$ cat src/rtl/frec_pkg.sv
package frec_pkg;
  typedef enum logic [1:0] {PH_IDLE, PH_LAUNCH, PH_WAIT, PH_FINISH} phase_t;

  typedef struct packed {
    logic clearAll;
    logic capture;
    logic markGhost;
  } dpStrobe_t;
endpackage

$ cat src/rtl/frec_ctrl.sv
module frec_ctrl
  import frec_pkg::*;
#(
  parameter int STEP_W   = 8,
  parameter int MAX_STEP = 200,
  parameter int TIMEOUT  = 64
) (
  input  logic              clk,
  input  logic              rst_n,
  input  logic              startSeries,
  input  logic              respValid,
  input  logic              allSetNext,
  output dpStrobe_t         strobe,
  output logic              runLaunch,
  output logic [STEP_W-1:0] stepCmd,
  output logic              busy,
  output logic              seriesDone,
  output logic              aborted
);
  localparam int TMR_W = $clog2(TIMEOUT + 1);
  localparam logic [TMR_W-1:0]  TMR_LAST  = TMR_W'(TIMEOUT - 1);
  localparam logic [STEP_W-1:0] STEP_LAST = STEP_W'(MAX_STEP - 1);

  phase_t            phase;
  logic [TMR_W-1:0]  waitCnt;
  logic              startOk;
  logic              expire;
  logic              lastRun;

  assign startOk = (phase == PH_IDLE || phase == PH_FINISH) && startSeries;
  assign expire  = (phase == PH_WAIT) && !respValid && (waitCnt == TMR_LAST);
  assign lastRun = allSetNext || (stepCmd == STEP_LAST);

  always_comb begin
    strobe.clearAll  = startOk;
    strobe.capture   = (phase == PH_WAIT) && respValid;
    strobe.markGhost = expire;
  end

  assign runLaunch  = (phase == PH_LAUNCH);
  assign busy       = (phase == PH_LAUNCH) || (phase == PH_WAIT);
  assign seriesDone = (phase == PH_FINISH);

  always_ff @(posedge clk or negedge rst_n) begin
    if (!rst_n) begin
      phase   <= PH_IDLE;
      stepCmd <= '0;
      waitCnt <= '0;
      aborted <= 1'b0;
    end else begin
      unique case (phase)
        PH_IDLE, PH_FINISH: begin
          if (startSeries) begin
            phase   <= PH_LAUNCH;
            stepCmd <= '0;
            aborted <= 1'b0;
          end
        end
        PH_LAUNCH: begin
          waitCnt <= '0;
          phase   <= PH_WAIT;
        end
        PH_WAIT: begin
          if (respValid) begin
            if (lastRun) begin
              phase <= PH_FINISH;
            end else begin
              stepCmd <= stepCmd + 1'b1;
              phase   <= PH_LAUNCH;
            end
          end else if (expire) begin
            phase   <= PH_FINISH;
            aborted <= 1'b1;
          end else begin
            waitCnt <= waitCnt + 1'b1;
          end
        end
        default: phase <= PH_IDLE;
      endcase
    end
  end
endmodule

$ cat src/rtl/frec_datapath.sv
module frec_datapath
  import frec_pkg::*;
#(
  parameter int WIDTH  = 128,
  parameter int STEP_W = 8
) (
  input  logic                     clk,
  input  logic                     rst_n,
  input  dpStrobe_t                strobe,
  input  logic [STEP_W-1:0]        stepCmd,
  input  logic [WIDTH-1:0]         refWord,
  input  logic [WIDTH-1:0]         respWord,
  input  logic [$clog2(WIDTH)-1:0] rdAddr,
  output logic                     allSetNext,
  output logic [STEP_W-1:0]        rdStep,
  output logic                     rdGhost
);
  localparam logic [STEP_W-1:0] UNSET = '1;

  logic [STEP_W-1:0] entryArr [WIDTH];
  logic [WIDTH-1:0]  setMask;
  logic [WIDTH-1:0]  ghostMask;
  logic [WIDTH-1:0]  faultMask;

  assign faultMask  = (refWord ^ respWord) & ~setMask;
  assign allSetNext = &(setMask | faultMask);

  always_ff @(posedge clk or negedge rst_n) begin
    if (!rst_n) begin
      for (int i = 0; i < WIDTH; i++) entryArr[i] <= UNSET;
      setMask   <= '0;
      ghostMask <= '0;
      rdStep    <= UNSET;
      rdGhost   <= 1'b0;
    end else begin
      rdStep  <= entryArr[rdAddr];
      rdGhost <= ghostMask[rdAddr];
      if (strobe.clearAll) begin
        for (int i = 0; i < WIDTH; i++) entryArr[i] <= UNSET;
        setMask   <= '0;
        ghostMask <= '0;
      end else begin
        if (strobe.capture) begin
          for (int i = 0; i < WIDTH; i++)
            if (faultMask[i]) entryArr[i] <= stepCmd;
          setMask <= setMask | faultMask;
        end
        if (strobe.markGhost) ghostMask <= ghostMask | ~setMask;
      end
    end
  end
endmodule

$ cat src/rtl/fault_step_recorder.sv
module fault_step_recorder
  import frec_pkg::*;
#(
  parameter int WIDTH    = 128,
  parameter int STEP_W   = 8,
  parameter int MAX_STEP = 200,
  parameter int TIMEOUT  = 64,
  localparam int ADDR_W  = $clog2(WIDTH)
) (
  input  logic              clk,
  input  logic              rst_n,
  input  logic              startSeries,
  input  logic [WIDTH-1:0]  refWord,
  output logic              runLaunch,
  output logic [STEP_W-1:0] stepCmd,
  input  logic              respValid,
  input  logic [WIDTH-1:0]  respWord,
  output logic              busy,
  output logic              seriesDone,
  output logic              aborted,
  input  logic [ADDR_W-1:0] rdAddr,
  output logic [STEP_W-1:0] rdStep,
  output logic              rdGhost
);
  dpStrobe_t strobe;
  logic      allSetNext;

  frec_ctrl #(.STEP_W(STEP_W), .MAX_STEP(MAX_STEP), .TIMEOUT(TIMEOUT)) u_ctrl (
    .clk(clk), .rst_n(rst_n), .startSeries(startSeries), .respValid(respValid),
    .allSetNext(allSetNext), .strobe(strobe), .runLaunch(runLaunch),
    .stepCmd(stepCmd), .busy(busy), .seriesDone(seriesDone), .aborted(aborted)
  );

  frec_datapath #(.WIDTH(WIDTH), .STEP_W(STEP_W)) u_dp (
    .clk(clk), .rst_n(rst_n), .strobe(strobe), .stepCmd(stepCmd),
    .refWord(refWord), .respWord(respWord), .rdAddr(rdAddr),
    .allSetNext(allSetNext), .rdStep(rdStep), .rdGhost(rdGhost)
  );
endmodule

$ cat config.mk
export PLATFORM = sky130hd
export DESIGN_NAME = fault_step_recorder
export DESIGN_NICKNAME = d
export VERILOG_FILES = /design/src/rtl/frec_pkg.sv /design/src/rtl/frec_ctrl.sv /design/src/rtl/frec_datapath.sv /design/src/rtl/fault_step_recorder.sv
export SDC_FILE = /design/constraint.sdc
export NUM_CORES = 2
export LEC_CHECK = 0
export ABC_AREA = 1
export CAP_MARGIN = 20
export CELL_PAD_IN_SITES_DETAIL_PLACEMENT = 1
export CELL_PAD_IN_SITES_GLOBAL_PLACEMENT = 2
export CORE_UTILIZATION = 41
export CTS_BUF_LIST = sky130_fd_sc_hd__clkbuf_4
export DETAILED_ROUTE_END_ITERATION = 8
export DONT_BUFFER_PORTS = 1
export HOLD_SLACK_MARGIN = 0.02
export PLACE_DENSITY_LB_ADDON = 0.1
export SLEW_MARGIN = 20
export SYNTH_ARGS = -nofsm -noshare
export SYNTH_HDL_FRONTEND = slang
export SYNTH_SLANG_ARGS = --single-unit
$ cat constraint.sdc
create_clock -name clk -period 2.3 [get_ports clk]
set_input_delay 0 -clock clk [delete_from_list [all_inputs] [get_ports clk]]
set_output_delay 0 -clock clk [all_outputs]
set_load 0.005 [all_outputs]
== Yosys cells after proc, flatten, opt, wreduce, memory -nomap -nowiden ==
Index checks and enable logic that the tools add are counted.
Word-level totals
  logic and storage cells: 588
  bits in read-only memories: 0
  input bits: 267
  flip-flop bits (word level): 1307
  memories: 0
  output and inout bits: 21
  memory bits (writable): 0
  latch bits: 0
Cells by class
  bitwise operators: 6
  order comparisons: 2
  mux-type cells: 155
  reduce and logical (&&, ||, !) cells: 275
  add/subtract/negate cells: 2
  div/mod/pow operators: 0
  eq/ne operators: 12
  multiply operators: 0
  shift-type cells: 0
Operators with widths (count)
  2-to-1 mux 1024 bit: 2
  2-to-1 mux 8 bit: 133
  2-to-1 mux 128 bit: 4
  nonzero test 2 bit: 132
  AND reduction 2 bit: 129
  OR 128 bit: 2
  AND 128 bit: 1
  NOT 128 bit: 1
  AND reduction 128 bit: 1
  bitwise XOR 128 bit: 1
  binary-select mux 8 bit (select 7 bit): 1
  one-hot mux 8 bit (2 select lines): 1
  2-to-1 mux 7 bit: 2
  one-hot mux 7 bit (2 select lines): 1
  != test 2 bit (second input constant): 5
  adder 8 x 1 -> 8 bit (second input constant): 1
  == test 8 bit (second input constant): 1
  >= comparator 8 bit (second input constant): 1
  < comparator 7 x 8 -> 1 bit (second input constant): 1
  2-to-1 mux 2 bit: 4
  NOT 7 -> 8 bit: 1
  AND reduction 4 bit: 2
  adder 7 x 1 -> 7 bit (second input constant): 1
  binary-select mux 1 bit (select 7 bit): 1
  other kinds (14): 23

== Depth between registers and ports, before layout ==
  depth in word-level cells: 8
  depth in mapped cells: 16
  depth with buffers taken out: 15

== Cells and area by module ==
From an unflattened synthesis, not the netlist that was laid out.
Second synthesis, totals
  cell total of the unflattened synthesis: 7137
  area total of the unflattened synthesis: 65262.6 µm²
By module, submodules not included
  frec_datapath: seq. area each 33547.2 µm², instances 1, area each 64042.7 µm², cells each 6968
  frec_ctrl: seq. area each 450.4 µm², instances 1, area each 1219.9 µm², cells each 169

== Worst setup path after synthesis ==
Ideal clock, no wire load.
  path kind: register to register
  start point: register u_ctrl.phase[0]
  end point: register u_dp.entryArr[209] (netlist bit)
  clock period less this slack: 2126 ps
  setup slack: 174 ps
  path buffers: 4
  data required time: 2212 ps
  arrival time: 2038 ps
  setup time: 88 ps
  stages on the path, launching flop included: 12
  cell sequence: dfrtp_1 > inv_1 > ha_1 > nand2_1 > inv_1 > buf_2 > or2_2 > buf_2 > buf_2 > buf_2 > nand2_1 > o21ai_0
Between the ends
  cells in the longest elaborated chain, start to end: 5
  elaborated cells between the ends (all ways): 10
  classes of those cells: eq/ne (2); mux (1); reduce/logical (7)
RTL lines
  start, declared: line frec_ctrl.sv:24  | phase_t phase;
  start signal, assigned: line frec_ctrl.sv:46  | phase <= PH_IDLE;
  start signal, assigned: line frec_ctrl.sv:54  | phase <= PH_LAUNCH;
  start signal, assigned: line frec_ctrl.sv:61  | phase <= PH_WAIT;
  == test 2 bit / logical NOT 2 bit (equally long branches): line frec_ctrl.sv:30  | assign startOk = (phase == PH_IDLE || phase == PH_FINISH) && startSeries;
  logical OR 1 bit: line frec_ctrl.sv:30
  logical AND 1 bit: line frec_ctrl.sv:30
  nonzero test 2 bit (no line)
  AND reduction 2 bit (no line)
  end signal, assigned by index: line frec_datapath.sv:45  | if (faultMask[i]) entryArr[i] <= stepCmd;
  end, declared: line frec_datapath.sv:20  | logic [STEP_W-1:0] entryArr [WIDTH];
Parallel ways exist; a longest one is shown, timed or not.
A chain may end at the register's enable or synchronous reset.

== Worst setup path in the final report ==
  start point: input rdAddr[1]
  end point: register u_dp.rdGhost
Between the ends
  cells in the longest elaborated chain, start to end: 2
RTL lines
  start, declared: line fault_step_recorder.sv:21  | input logic [ADDR_W-1:0] rdAddr,
  binary-select mux 1 bit (select 7 bit): line frec_datapath.sv:37  | rdGhost <= ghostMask[rdAddr];
  2-to-1 mux 1 bit (not written as such): line frec_datapath.sv:37
  end signal, assigned: line frec_datapath.sv:37
  end, declared: line frec_datapath.sv:16  | output logic rdGhost
Every way passes these cells. The select of a mux whose other input is x is not followed.

==> results.cfg <==
[sta]
grt_setup_unrepaired = true
skew_ns = 0.110
slew_viol_final = 435
worst_pin_slew_ns = 3.66
setup_viol = 14
worst_slack_ns = -0.753
hold_viol = 9
finalCritPeriodShare = 1.33
max_freq_mhz = 328
finalCriticalPeriod_ns = 3.05
relSlewSlack = -1.44
whs_ns = -0.596

[setup_path]
rr_startpoint = u_dp.ghostMask[81]$_DFFE_PN0P_
critPathLaunchType = input port
worstSetupPathType = in2reg
endpoint_kind = register
r2r-end = u_dp.rdGhost$_DFF_PN0_
arrival_ns = 4.36
worstRegToRegCells = 12
ff2ff_setup_slack_ns = -0.06
critPathMaxFanout = 576
startpoint = rdAddr[1]
critical_path_required_ns = 3.61

[logic_synthesis]
synth_edf_count = 0
synthesis.area_mm2 = 0.0652
synth_top_family_by_area = compound AO/OA/AOI/OAI gates
synthArstFlopShare = 1.00
synth_warnings = 0
synth_ff_type = dfstp_2
synth_most_common_cell = nand2_1
avgSynthCellArea_um2 = 8.44
synthMuxAreaShare = 0.0497
synth_cells = 7731
synth_top_area_share = 0.416
ys_seq_area_frac = 0.521
synth_area_leaders = dfstp_2 42%, dfrtp_1 11%, o21ai_0 7.6%, nand2_1 7.2%, nor2_1 5.3%
synthAdderAreaFrac = 0.00115
yosys.area.top_type = dfstp_2
synth_xor_area_frac = 0.00215
ys_seq_elements = 1307
synth_common_cells = 1247 x nand2_1, 1032 x dfstp_2, 993 x o21ai_0, 923 x nor2_1, 668 x inv_1
ys_types = 33
synthSimpleGateAreaFrac = 0.150
synth_compound_area_frac = 0.195
synth_fp_nets = 8004

[global_route]
grt_usage = 0.331
antenna_found_initial = 18
grt_pass1_vias = 65970
grt_max_degree = 866
grt-ovfl-total = 0
grt_first_pass_wirelength_um = 410000

[hold_path]
whs_endpoint = u_dp.rdStep[3]$_DFF_PN1_
hold_depth = 10
min_from = rdAddr[0]
hp-class = in2reg

[outcome]
violations = hold timing, slew limit, setup timing
status = finished, violations left

[cts]
htreeDepth = 5
cts_tree = built
cts.sink_count = 1307
clkTransAtPathRegs_ns = 0.08
clock_path_buffers = 4
clock-root-buffer = clkbuf_4
cts_buffers = 388
clkLatencyLatePin_ns = 1.42

[power]
combPwrFrac = 0.418
power.internal_w = 0.0696
irDropWorstVdd_mv = 0.698
switchingPower_w = 0.0430
p_leak_nw = 35.8
p_per_area_mw_per_mm2 = 1340
power_frac_clock = 0.202
seqPwrFrac = 0.380
switching_share = 0.382

[final_layout]
final_util = 0.531
layout.nets = 8959
drive_above_1_share = 0.300
layoutNonFillerInstCount = 11048
postLayoutCellArea_mm2 = 0.0839
area_growth_pct = 28.6

[placement]
dp_hpwl_um = 158000
io_buffers = 0
placed_area_mm2 = 0.0709
gp_congestion = 0.831
preCtsSetupSlack_ns = -0.873
place_inst = 9662

[floorplanning]
die_area_mm2 = 0.161
die_w_um = 401
fp-row-count = 146
initial_core_util = 0.412
pin_count = 288
core_mm2 = 0.158
die-height_um = 401

[drt]
dr_total_vias = 61173
dr.max_layer_used = met5
wirelength_um = 273000
drtIter0Drc = 3960
dr.pass1.iters = 5
drtAntennaViolNets = 0
drc_errors = 0
wl_met3_um = 13000
vias_per_cell = 5.54
drt-met1-wl_um = 116000
wl_per_cell_um = 24.7
wl_met2_um = 133000

[flow_run]
maxCapViolCount = 0
registers in the layout, summed over array words and instances, names as in the netlist:
signal / cells
u_ctrl.aborted: 1
u_dp.rdStep: 8
u_dp.setMask: 128
u_dp.ghostMask: 128
u_dp.entryArr: 1024
u_dp.rdGhost: 1
u_ctrl.phase: 2
u_ctrl.waitCnt: 7
u_ctrl.stepCmd: 8
per-layer routing:
metal,vias up,track usage
li1,27744,-
met1,31167,0.425
met2,1729,0.563
met3,527,0.0505
met4,6,0.126
met5,-,0
critical path: stages:
cell           delay [ns]
a21oi_1              1.00
o21ai_1              0.16
o21ai_1              0.14
nand2_1              0.11
nand3_1              0.13
dlygate4sd3_1        0.55
nand3_1              0.13
o21ai_1              0.13
nand2_1              0.06
nand3_1              0.11
and2_1               0.13
logic make-up (layout without fill, tap and decap cells):
family / count (synthesis) / in the layout
simple gates: 2496 / 2496
compound gates: 2346 / 2346
flops: 1307 / 1307
buf+inv: 1272 / 2497
mux: 288 / 288
xor+xnor: 16 / 16
fa+ha+maj: 6 / 6
other cells: 0 / 20
layout make-up:
class | count | area [µm²]
fill | 18387 | 74300
antenna | 20 | 50.0
sequential | 1307 | 34000
clock inverter | 58 | 277
multi-input combinational | 5152 | 26800
tap | 2072 | 2590
clock buffer | 602 | 4520
inverter | 675 | 2600
timing repair buffer | 1162 | 13100
layout by cell type, fill, tap and decap left out, types with 4 or more instances in the layout:
master	count
a21oi_1	550
a21oi_2	6
a31oi_1	384
buf_12	182
buf_16	12
buf_4	285
buf_6	14
clkbuf_16	9
clkbuf_4	602
clkinv_1	50
dfrtp_1	275
dfstp_2	1032
diode_2	20
dlygate4sd3_1	656
inv_1	656
inv_2	10
inv_4	7
mux2_2	288
nand2_1	1207
nand2_2	30
nand2_4	7
nand3_1	259
nand3_2	32
nor2_1	881
nor2_2	29
nor2_4	13
nor3_1	4
o21a_1	98
o21ai_0	955
o21ai_1	265
o21ai_2	78
o21ai_4	9
or2_2	13
or2_4	5
xnor2_1	13
what timing repair did:
| action | in CTS | in global routing |
|---|---|---|
| gates cloned | 1 | 10 |
| hold buffers | 685 | 4 |
| setup buffers | 4 | 26 |
| endpoints found under the hold margin | 2614 | 18 |
| gates resized for setup | 80 | 174 |
| pin swaps | 18 | 35 |
| setup endpoints to repair | 334 | 352 |
power by group through the flow:
| stage | logic [W] | registers, W | clock network, W |
|---|---|---|---|
| 5_1_grt | 0.0508 | 0.0438 | 0.0245 |
| 3_3_place_gp | 0.0424 | 0.0424 | 0 |
| 4_1_cts | 0.0456 | 0.0426 | 0.0232 |
| 6_report | 0.0471 | 0.0428 | 0.0227 |
| 3_5_place_dp | 0.0437 | 0.0429 | 0 |
| 2_1_floorplan | 0.0253 | 0.0417 | 0 |
stage by stage:
stage	TNS [ns]	total power [W]
6_report	-3.88	0.113
5_1_grt	-0.492	0.119
4_1_cts	-0.102	0.111
3_5_place_dp	-8.96	0.0866
3_3_place_gp	-8.45	0.0848
2_1_floorplan	0	0.0669
how the worst max path moves through the flow:
stage,to,slack [ns],cells after the start
after floorplan,u_dp.entryArr[209]$_DFFE_PN1P_,0.17,11
after global placement,u_ctrl.stepCmd[1]$_DFFE_PN0P_,-0.90,16
after detailed placement,u_ctrl.stepCmd[7]$_DFFE_PN0P_,-0.87,16
after CTS,busy,-0.06,2
after global routing,busy,-0.08,3
final,u_dp.rdGhost$_DFF_PN0_,-0.75,11
(Power assumes the default switching activity.)
